===== config.mk =====
export PLATFORM = sky130hd
export DESIGN_NAME = dma_ring_status
export DESIGN_NICKNAME = d
export VERILOG_FILES = /design/src/rtl/drs_pkg.sv /design/src/rtl/drs_flags.sv /design/src/rtl/drs_position.sv /design/src/rtl/drs_readwin.sv /design/src/rtl/dma_ring_status.sv
export SDC_FILE = /design/constraint.sdc
export NUM_CORES = 1
export LEC_CHECK = 0
export BUFFER_PORTS_ARGS = -buffer_cell sky130_fd_sc_hd__buf_2
export CAP_MARGIN = 25
export CORE_AREA = 5 5 64 66
export DETAILED_ROUTE_END_ITERATION = 6
export DIE_AREA = 0 0 69 71
export GPL_TIMING_DRIVEN = 0
export PLACE_DENSITY = 0.81
export SLEW_MARGIN = 20
export SYNTH_ARGS = -nofsm -noshare
export SYNTH_HDL_FRONTEND = slang
export SYNTH_SLANG_ARGS = --single-unit

===== constraint.sdc =====
create_clock -name clk -period 3.85 [get_ports clk]
set_input_delay 0.5775 -clock clk [delete_from_list [all_inputs] [get_ports clk]]
set_output_delay 0.5775 -clock clk [all_outputs]
set_load 0.01 [all_outputs]

===== src/rtl/drs_pkg.sv =====
// Shared constants for the DMA ring status tracker: register offsets and
// status bit positions. Assumes a 16-byte channel register window.
package drs_pkg;
    localparam int OFF_W       = 4;
    localparam int STAT_W      = 16;
    localparam int BUS_W       = 32;
    localparam logic [OFF_W-1:0] STATUS_OFF = 4'h6;
    localparam logic [OFF_W-1:0] POS_OFF    = 4'h8;
    localparam int BIT_HALT    = 0;
    localparam int BIT_MATCH   = 1;
    localparam int BIT_DONE    = 2;
endpackage


===== src/rtl/drs_flags.sv =====
// Status flag logic: halted level, index-match level and completion event.
// Assumes single-cycle strobes from the descriptor engine and a clear
// request already decoded from the register write port.
module drs_flags #(
    parameter int IDX_W  = 5,
    parameter bit TX_DIR = 1'b1
) (
    input  logic             clk,
    input  logic             rst_n,
    input  logic [IDX_W-1:0] cur_idx,
    input  logic [IDX_W-1:0] last_idx,
    input  logic             run,
    input  logic             eng_idle,
    input  logic             buf_fetched,
    input  logic             buf_written,
    input  logic             buf_done,
    input  logic             clr_done,
    output logic             halted,
    output logic             match,
    output logic             done_ev
);
    logic idx_eq;
    logic set_done;
    logic match_d;

    assign idx_eq = (cur_idx == last_idx);

    // Direction picks which pipeline point reports last-buffer completion
    generate
        if (TX_DIR) begin : g_tx
            assign set_done = idx_eq & buf_fetched;
        end else begin : g_rx
            assign set_done = idx_eq & buf_written;
        end
    endgenerate

    logic unused_strobe;
    assign unused_strobe = TX_DIR ? buf_written : buf_fetched;

    // Match level: held while indices agree, armed by a processed buffer
    assign match_d = idx_eq & (match | buf_done);

    // Register the match and halted levels
    always_ff @(posedge clk) begin
        if (!rst_n) begin
            match  <= 1'b0;
            halted <= 1'b1;
        end else begin
            match  <= match_d;
            halted <= (~run & eng_idle) | match_d;
        end
    end

    // Completion event: hardware set has priority over software clear
    always_ff @(posedge clk) begin
        if (!rst_n)
            done_ev <= 1'b0;
        else if (set_done)
            done_ev <= 1'b1;
        else if (clr_done)
            done_ev <= 1'b0;
    end

    a_r4_set_wins: assert property (@(posedge clk) disable iff (!rst_n)
        set_done |=> done_ev);
    a_r4_clear: assert property (@(posedge clk) disable iff (!rst_n)
        (clr_done && !set_done) |=> !done_ev);
    a_r6_match_drops: assert property (@(posedge clk) disable iff (!rst_n)
        (cur_idx != last_idx) |=> !match);
    a_r2_halt_on_stop: assert property (@(posedge clk) disable iff (!rst_n)
        (!run && eng_idle) |=> halted);
    a_r2_run_clears: assert property (@(posedge clk) disable iff (!rst_n)
        (run && !idx_eq) |=> !halted);
endmodule


===== src/rtl/drs_position.sv =====
// Position-in-current-buffer counter: loads the descriptor length on
// fetch, counts down per processed sample and holds at zero.
module drs_position #(
    parameter int POS_W = 16
) (
    input  logic             clk,
    input  logic             rst_n,
    input  logic             load,
    input  logic [POS_W-1:0] load_val,
    input  logic             tick,
    output logic [POS_W-1:0] pos
);
    localparam logic [POS_W-1:0] ZERO = '0;
    localparam logic [POS_W-1:0] ONE  = {{(POS_W-1){1'b0}}, 1'b1};

    // Load beats tick; tick stops at zero
    always_ff @(posedge clk) begin
        if (!rst_n)
            pos <= ZERO;
        else if (load)
            pos <= load_val;
        else if (tick && pos != ZERO)
            pos <= pos - ONE;
    end

    a_r8_load: assert property (@(posedge clk) disable iff (!rst_n)
        load |=> pos == $past(load_val));
    a_r8_floor: assert property (@(posedge clk) disable iff (!rst_n)
        (!load && pos == ZERO) |=> pos == ZERO);
    a_r8_step: assert property (@(posedge clk) disable iff (!rst_n)
        (!load && tick && pos != ZERO) |=> pos == $past(pos) - ONE);
endmodule


===== src/rtl/drs_readwin.sv =====
// Read window decode: status at its offset, the position as a 16-bit or
// a 32-bit read with the two neighbour bytes. Purely combinational.
module drs_readwin #(
    parameter int POS_W = 16
) (
    input  logic [drs_pkg::OFF_W-1:0]  rd_addr,
    input  logic                       rd_wide,
    input  logic [drs_pkg::STAT_W-1:0] status,
    input  logic [POS_W-1:0]           pos,
    input  logic [7:0]                 nbr_lo,
    input  logic [7:0]                 nbr_hi,
    output logic [drs_pkg::BUS_W-1:0]  rd_data
);
    import drs_pkg::*;
    localparam int POS_PAD = 16 - POS_W;

    logic [15:0] pos_ext;
    assign pos_ext = {{POS_PAD{1'b0}}, pos};

    // Select the returned word by offset and access width
    always_comb begin
        rd_data = '0;
        if (rd_addr == STATUS_OFF)
            rd_data = {16'h0000, status};
        else if (rd_addr == POS_OFF)
            rd_data = rd_wide ? {nbr_hi, nbr_lo, pos_ext} : {16'h0000, pos_ext};
    end
endmodule


===== src/rtl/dma_ring_status.sv =====
// Top of the DMA ring status tracker. Decodes the write port into the
// completion clear, assembles the 16-bit status word and drives irq.
// Assumes strobes are single-cycle and the position fits in 16 bits.
module dma_ring_status #(
    parameter int IDX_W  = 5,
    parameter int POS_W  = 16,
    parameter bit TX_DIR = 1'b1
) (
    input  logic             clk,
    input  logic             rst_n,
    input  logic [IDX_W-1:0] cur_idx,
    input  logic [IDX_W-1:0] last_idx,
    input  logic             run,
    input  logic             irq_en,
    input  logic             eng_idle,
    input  logic             buf_fetched,
    input  logic [POS_W-1:0] buf_len,
    input  logic             buf_written,
    input  logic             buf_done,
    input  logic             sample_tick,
    input  logic             wr_en,
    input  logic [3:0]       wr_addr,
    input  logic [15:0]      wr_data,
    input  logic [3:0]       rd_addr,
    input  logic             rd_wide,
    input  logic [7:0]       nbr_lo,
    input  logic [7:0]       nbr_hi,
    output logic [31:0]      rd_data,
    output logic             irq
);
    import drs_pkg::*;

    logic clr_done;
    logic halted, match, done_ev;
    logic [STAT_W-1:0] status;
    logic [POS_W-1:0]  pos;

    // Only a 1 in the completion bit at the status offset clears it
    assign clr_done = wr_en && (wr_addr == STATUS_OFF) && wr_data[BIT_DONE];

    logic unused_wr;
    assign unused_wr = ^{wr_data[15:3], wr_data[1:0]};

    // Assemble status; unimplemented bits are constant zero
    always_comb begin
        status            = '0;
        status[BIT_HALT]  = halted;
        status[BIT_MATCH] = match;
        status[BIT_DONE]  = done_ev;
    end

    assign irq = done_ev & irq_en;

    drs_flags #(.IDX_W(IDX_W), .TX_DIR(TX_DIR)) u_flags (
        .clk(clk), .rst_n(rst_n), .cur_idx(cur_idx), .last_idx(last_idx),
        .run(run), .eng_idle(eng_idle), .buf_fetched(buf_fetched),
        .buf_written(buf_written), .buf_done(buf_done), .clr_done(clr_done),
        .halted(halted), .match(match), .done_ev(done_ev)
    );

    drs_position #(.POS_W(POS_W)) u_pos (
        .clk(clk), .rst_n(rst_n), .load(buf_fetched), .load_val(buf_len),
        .tick(sample_tick), .pos(pos)
    );

    drs_readwin #(.POS_W(POS_W)) u_rd (
        .rd_addr(rd_addr), .rd_wide(rd_wide), .status(status), .pos(pos),
        .nbr_lo(nbr_lo), .nbr_hi(nbr_hi), .rd_data(rd_data)
    );

    a_r5_irq_drops: assert property (@(posedge clk) disable iff (!rst_n)
        $fell(done_ev) |-> !irq);
    a_r7_upper_zero: assert property (@(posedge clk) disable iff (!rst_n)
        (rd_addr == STATUS_OFF) |-> rd_data[31:3] == '0);
    a_r1_reset_state: assert property (@(posedge clk)
        $rose(rst_n) |-> (halted && !match && !done_ev && pos == '0));
endmodule


# Word-level counts from Yosys, hierarchy flattened
# Index checks and enable logic that the tools add are counted.
# W data, S select, Z words.
[word_totals]
ff_bits = 19
latch_bits = 0
ram_bits = 0
rom_bits = 0
in_bits = 77
output_inout_bits = 33
elab_cells = 29
memories = 0
[classes]
addsub = 1
multipliers = 0
div_mod_pow = 0
order_cmp = 0
eq_ne = 4
shift = 0
mux = 7
bitwise_logic = 7
n_reduce_logical = 6
[op_table]
columns = ["op", "count"]
rows = [
  ["$mux W32", 3],
  ["$mux W16", 2],
  ["$reduce_bool A16 Y1", 1],
  ["$sub A16 B1 Y16 const B", 1],
  ["$eq A4 B3 Y1 const B", 2],
  ["$eq A5 B5 Y1", 1],
  ["$and A1 B1 Y1", 4],
  ["$eq A4 B4 Y1 const B", 1],
  ["$reduce_bool A2 Y1", 2],
  ["$logic_and A1 B1 Y1", 3],
  ["$mux W1", 2],
  ["$or A1 B1 Y1", 2],
  ["$not A1 Y1", 1],
]

# Depth between registers and ports, before layout
# Gate-level depths: netlist of run 1.
[depth]
word_depth = 5
depth_mapped = 7
depth_no_buf = 6

# By module
# From an unflattened synthesis of run 1, not the netlist that was laid out.
[hier_totals]
cells_unflattened = 233
area_unflattened_um2 = 1770.4
[modules_own_cells]
columns = ["mod", "n_inst", "cells_per_inst", "area_per_inst_um2", "seq_area_each_um2"]
rows = [
  ["drs_position", 1, 117, 984.7, 320.3],
  ["drs_readwin", 1, 93, 573.0, 0.0],
  ["drs_flags", 1, 19, 181.4, 60.1],
  ["dma_ring_status", 1, 4, 31.3, 0.0],
]

# Worst setup path after synthesis of run 1
# OpenSTA, ideal clock, no wires.
[synth_path]
path_kind = "in2out"
start = "input port rd_addr[1]"
end = "output port rd_data[10]"
t_arrival_ps = 1703
required_time_ps = 3273
setup_slack_ps = 1570
path_stages = 5
n_path_buf = 2
cell_sequence = "nor3b_1 nor2b_1 clkbuf_1 clkbuf_1 and2_1"
[synth_via]
elab_chain_cells = 3
word_cells_on_any_way = 4
classes_between = "eq/ne: 2; mux: 2"
[synth_lines]
columns = ["item", "line_no", "text"]
rows = [
  ["from (decl)", "dma_ring_status.sv:24", "input logic [3:0] rd_addr,"],
  ["$eq A4 B4 Y1", "drs_readwin.sv:25", "else if (rd_addr == POS_OFF)"],
  ["$mux W32", "drs_readwin.sv:25", ""],
  ["$mux W32 *", "drs_readwin.sv:23", "if (rd_addr == STATUS_OFF)"],
  ["to (decl)", "dma_ring_status.sv:28", "output logic [31:0] rd_data,"],
]
# Every way passes the cells marked *; elsewhere a longest branch is shown, timed or not.

# Worst setup path after layout of run 1
[layout_path]
start = "input port rd_addr[1]"
end = "output port rd_data[6]"
# The elaborated chain is that of the path after synthesis.

==> results.json, run 1 <==
{
  "switchingPower_uw": 152,
  "wl_per_cell_um": 13.3,
  "first_pass_iters": 4,
  "cts.repair.resized": 0,
  "worstRegToRegCells": 7,
  "avgSynthCellArea_um2": 7.73,
  "worst_pin_slew_ps": 767,
  "p_comb_share_pct": 28.8,
  "die-area_um2": 4900,
  "yosysWarningCount": 0,
  "die_y_um": 71,
  "arrival_ps": 2240,
  "placed_cell_area_um2": 1910,
  "maxCapViolations": 0,
  "fill_cells": 385,
  "relSlewSlack_pct": 48.4,
  "final_area_um2": 1940,
  "min_period_ps": 2820,
  "clockBufferDepth": 2,
  "synth_area_um2": 1390,
  "synthDistinctLibCells": 46,
  "layout.nets": 355,
  "p_total_uw": 466,
  "worstSetupEndpointType": "output port",
  "slew_violations": 0,
  "finClkSkew_ps": 5.01,
  "outcome": "complete, no violations",
  "dp_hpwl_um": 3450,
  "yosysSeqAreaShare_pct": 27.3,
  "hp-class": "input pin to flip-flop",
  "ys_ff_latch": 19,
  "diodes": 0,
  "syn_nets": 258,
  "post_drt_via_cell_ratio": 5.38,
  "start_kind": "input pin",
  "die_w_um": 69,
  "ant_nets": 0,
  "grt_pass1_vias": 1592,
  "synth-async-reset-ratio_pct": 0,
  "drc": 0,
  "whs_ps": 483,
  "regArea_um2": 380,
  "io_pins": 110,
  "p_per_area_nw_per_um2": 240,
  "fmax_mhz": 355,
  "ys.flop_type": "dfxtp_1",
  "groute.usage.overall_pct": 17.0,
  "p_int_uw": 314,
  "post_cts_buffers": 0,
  "drtIter0Drc": 74,
  "cts_tree": "done",
  "power.share.sequential_pct": 48.7,
  "drive_gt1_share_pct": 40.2,
  "synthCells": 180,
  "gp_congestion": 0.844,
  "cts.sinks": 19,
  "antenna_found_initial": 0,
  "grt_max_degree": 12,
  "finalSetupTns_ps": 0,
  "min_path_cells": 3,
  "std_cell_rows": 22,
  "initial_utilization_pct": 39.5,
  "multi_input_area_um2": 931,
  "insertion_delay_ps": 300,
  "peakVddDrop_mv": 0.191,
  "cts_hold_buf": 0,
  "setup_violations": 0,
  "hold_viol_final": 0,
  "numPortBuffers": 92,
  "cts.htree.levels": 1,
  "crit_type": "input pin to output port",
  "p_clk_share_pct": 22.5,
  "cts_root_buf": "clkbuf_4",
  "crit_path_max_fanout": 10,
  "vias": 1742,
  "p_leak_uw": 0.000976,
  "synth_edf_count": 0,
  "grt_overflow_total": 0,
  "cts-buffers-inserted": 3,
  "area_growth_pct": 39.4,
  "clkSlewWorstSetupHoldPaths_ps": 120,
  "final.period_utilization_pct": 73.2,
  "critPathRequiredTime_ps": 3270,
  "wirelength_um": 4300,
  "grt_pass1_wl_um": 7030,
  "core_um2": 3520,
  "sw_frac_of_total_pct": 32.6,
  "rsz0062_at_grt": "false"
}
state kept, by name (all words and copies together), names as in the netlist:
name,flops
u_flags.match,1
u_pos.pos,16
u_flags.halted,1
u_flags.done_ev,1
cell type report:
class | count | share of cell area (%)
tap | 48 | 3.10
buffer | 13 | 2.77
timing repair buffer | 92 | 23.7
clock inverter | 1 | 0.258
sequential | 19 | 19.6
clock buffer | 3 | 1.16
multi-input combinational | 141 | 48.0
inverter | 7 | 1.35
metrics by stage:
stage / std cells / setup slack [ps] / utilization, %
2_1_floorplan: 180 / 1570 / -
5_1_grt: 324 / 833 / 55.0
4_1_cts: 324 / 997 / 55.0
6_report: 324 / 1030 / 55.0
3_3_place_gp: 320 / 1050 / 54.3
3_5_place_dp: 320 / 1000 / 54.3
synthesized netlist by cell type (4+ instances only):
master	number	area, um2
and2_1	14	87.6
nand3_1	4	20.0
nor3_1	4	20.0
dfxtp_1	19	380
or3_1	6	37.5
inv_1	7	26.3
o31ai_1	5	37.5
and3_1	16	100
clkbuf_1	10	37.5
a31oi_1	11	68.8
o21ai_0	18	90.1
xor2_1	5	43.8
nor2_1	9	33.8
or4_1	7	52.6
per-layer routing:
layer	part of all wire, %	vias up	track usage [%]
met5	0	-	0
met4	1.3	0	5.86
met3	8.0	5	4.12
met2	49	67	29.1
met1	42	793	20.8
li1	-	877	-
power by group through the flow:
stage / sequential (uW) / clock [uW] / combinational, uW
after floorplan: 226 / 0 / 82.8
after global placement: 231 / 0 / 130
after detailed placement: 231 / 0 / 134
after CTS: 227 / 105 / 135
after global routing: 230 / 110 / 151
final: 227 / 105 / 134
kinds of logic (layout without fill, tap and decap cells):
| logic type | Yosys count | in the layout | share of synthesized area (%) |
|---|---|---|---|
| XOR/XNOR | 5 | 5 | 3.15 |
| AO/OA/AOI/OAI | 51 | 51 | 23.8 |
| adder cells (fa/ha/maj) | 1 | 1 | 0.899 |
| buffers and inverters | 20 | 116 | 5.76 |
| flip-flops | 19 | 19 | 27.3 |
| AND/OR/NAND/NOR | 84 | 84 | 39.0 |
critical path: stages:
cell	delay, ps
buf_2	100
nor3b_1	380
nor2b_1	240
clkbuf_1	290
clkbuf_1	330
and2_1	200
buf_2	130
worst paths after layout:
path | end | from | slack [ps]
setup reg to reg | u_pos.pos[0] | u_pos.pos[0] | 1510
hold / removal | u_flags.halted | eng_idle | 480
setup / recovery | rd_data[6] | rd_addr[1] | 1030
hold reg to reg | u_pos.pos[6] | u_pos.pos[6] | 520
placed cells by master, fill, tap and decap left out, types with 2 or more instances in the layout:
master and n:
nand3_1 4, clkbuf_1 10, and4_1 2, or4_1 7, or4_4 2, buf_2 92, a211oi_1 2, and3_1 16
clkbuf_4 3, a31oi_1 11, or2_2 3, or3_1 6, nor3_1 4, o31ai_1 5, nor2b_1 2, o21ai_0 18
a22oi_1 3, inv_1 7, xor2_1 5, nor4_1 2, and2_1 14, nand2_1 3, or3_2 2, dfxtp_1 19
nor2_1 9, a21oi_1 2
Note: power is estimated with default switching activity, not from simulation.
==> run 2, diff against run 1 <==
--- a/config.mk
+++ b/config.mk
@@ -7,11 +7,11 @@
 export LEC_CHECK = 0
 export BUFFER_PORTS_ARGS = -buffer_cell sky130_fd_sc_hd__buf_2
 export CAP_MARGIN = 25
-export CORE_AREA = 5 5 64 66
+export CORE_AREA = 5 5 66 68
 export DETAILED_ROUTE_END_ITERATION = 6
-export DIE_AREA = 0 0 69 71
+export DIE_AREA = 0 0 71 73
 export GPL_TIMING_DRIVEN = 0
-export PLACE_DENSITY = 0.81
+export PLACE_DENSITY = 0.76
 export SLEW_MARGIN = 20
 export SYNTH_ARGS = -nofsm -noshare
 export SYNTH_HDL_FRONTEND = slang
==> constraint.sdc (replaced) <==
create_clock -name clk -period 2.75 [get_ports clk]
set_input_delay 0.4125 -clock clk [delete_from_list [all_inputs] [get_ports clk]]
set_output_delay 0.4125 -clock clk [all_outputs]
set_load 0.01 [all_outputs]
==> run 2 against run 1 <==
  * Critical path depth is the same
  * Clock power up 90%
  * Critical path type unchanged
  * Worst setup slack got worse by 730 ps
  * Non-clock buffer count unchanged
  * Clock skew decreased by 3.2 ps
  * Via count down 1.7%
==> results.json, run 2 (synthesis gave the netlist of run 1 again) <==
{
  "outcome": "complete, no violations",
  "finClkSkew_ps": 1.79,
  "core_um2": 3800,
  "cts_root_buf": "clkbuf_8",
  "post_cts_buffers": 0,
  "finalSetupTns_ps": 0,
  "layout_commonest_cell": "buf_2",
  "layout_common_cells": "buf_2 (92), dfxtp_1 (19), o21ai_0 (18)",
  "top_register": "u_pos.pos",
  "die_w_um": 71,
  "cts.repair.resized": 0,
  "std_cell_rows": 23,
  "numPortBuffers": 92,
  "layout.nets": 355,
  "p_leak_uw": 0.000984,
  "fmax_mhz": 409,
  "p_int_uw": 487,
  "power.share.sequential_pct": 45.0,
  "diodes": 0,
  "sw_frac_of_total_pct": 31.1,
  "worst_slack_ps": 305,
  "p_per_area_nw_per_um2": 360,
  "wirelength_um": 4380,
  "switchingPower_uw": 220,
  "grt_pass1_wl_um": 6920,
  "grt_pass1_vias": 1594,
  "gp_congestion": 0.852,
  "die-area_um2": 5180,
  "initial_utilization_pct": 36.6,
  "critPathRequiredTime_ps": 2340,
  "io_pins": 110,
  "peakVddDrop_mv": 0.241,
  "first_pass_iters": 4,
  "wl_met1_um": 1840,
  "hp-class": "input pin to flip-flop",
  "rsz0062_at_grt": "false",
  "stdcell_count": 326,
  "dp_slack_ps": 254,
  "placed_cells": 322,
  "hold_viol_final": 0,
  "cts_hold_buf": 0,
  "maxCapViolations": 0,
  "drc": 0,
  "cts.sinks": 19,
  "dp_hpwl_um": 3520,
  "slew_violations": 0,
  "fill_cells": 399,
  "crit_path_max_fanout": 10,
  "vias": 1712,
  "min_period_ps": 2450,
  "wl_met2_um": 2120,
  "p_clk_share_pct": 28.3,
  "die_y_um": 73,
  "grt_overflow_total": 0,
  "worst_pin_slew_ps": 745,
  "final.period_utilization_pct": 88.9,
  "groute.usage.overall_pct": 16.1,
  "drtIter0Drc": 94,
  "wl_per_cell_um": 13.4,
  "relSlewSlack_pct": 49.9,
  "drive_gt1_share_pct": 40.2,
  "cts.htree.levels": 1,
  "wl_met3_um": 364,
  "p_comb_share_pct": 26.6,
  "largest_reg_flops": 16,
  "post_drt_via_cell_ratio": 5.25,
  "crit_type": "input pin to output port",
  "ant_nets": 0,
  "insertion_delay_ps": 260,
  "clkSlewWorstSetupHoldPaths_ps": 70,
  "p_total_uw": 706,
  "cts-buffers-inserted": 3,
  "antenna_found_initial": 0,
  "start_kind": "input pin",
  "cts_tree": "done",
  "top_layer_used": "met4",
  "worstSetupEndpointType": "output port",
  "area_growth_pct": 40.9,
  "clockBufferDepth": 2,
  "grt_max_degree": 12,
  "whs_ps": 367,
  "setup_violations": 0,
  "arrival_ps": 2030
}
==> run 2: cell counts in the layout (fill, tap and decap cells not counted) <==
No cell type changed its count.
==> run 2: worst max-delay path, cell delays in order <==
cell and delay, ps:
buf_2 100, nor3b_1 380, nor2b_1 230, clkbuf_1 300, clkbuf_1 300, and2_1 180, buf_2 130
==> run 2: area by class of cell <==
cell class                 count  area [um2]  area share (%)
buffer                        13        53.8            2.74
sequential                    19         380            19.4
multi-input combinational    141         931            47.5
tap                           50        62.6            3.19
timing repair buffer          92         460            23.5
clock inverter                 1        5.00           0.255
inverter                       7        26.3            1.34
clock buffer                   3        41.3            2.11
==> run 2: per-layer routing <==
metal,vias to the layer above,GRT usage [%]
met5,-,0
met4,0,6.68
met3,4,2.75
met2,76,26.3
met1,755,20.9
li1,877,-
==> run 2: worst paths after layout <==
path	start	to	slack, ps	cells after the start
max	rd_addr[1]	rd_data[12]	300	7
min	eng_idle	u_flags.halted	370	3
max reg2reg	u_pos.pos[0]	u_pos.pos[0]	460	7
min reg2reg	u_pos.pos[15]	u_pos.pos[15]	510	2
==> run 2: power groups by stage <==
stage	clock network (uW)	logic, uW	registers (uW)
final	200	188	318
after detailed placement	0	188	324
after floorplan	0	116	317
after CTS	207	188	317
after global placement	0	183	323
after global routing	213	213	322
==> run 2: through the flow <==
step / utilization [%] / area (um2)
floorplan: - / 1390
global placement: 50.4 / 1910
detailed placement: 50.4 / 1910
CTS: 51.6 / 1960
global route: 51.6 / 1960
finish: 51.6 / 1960
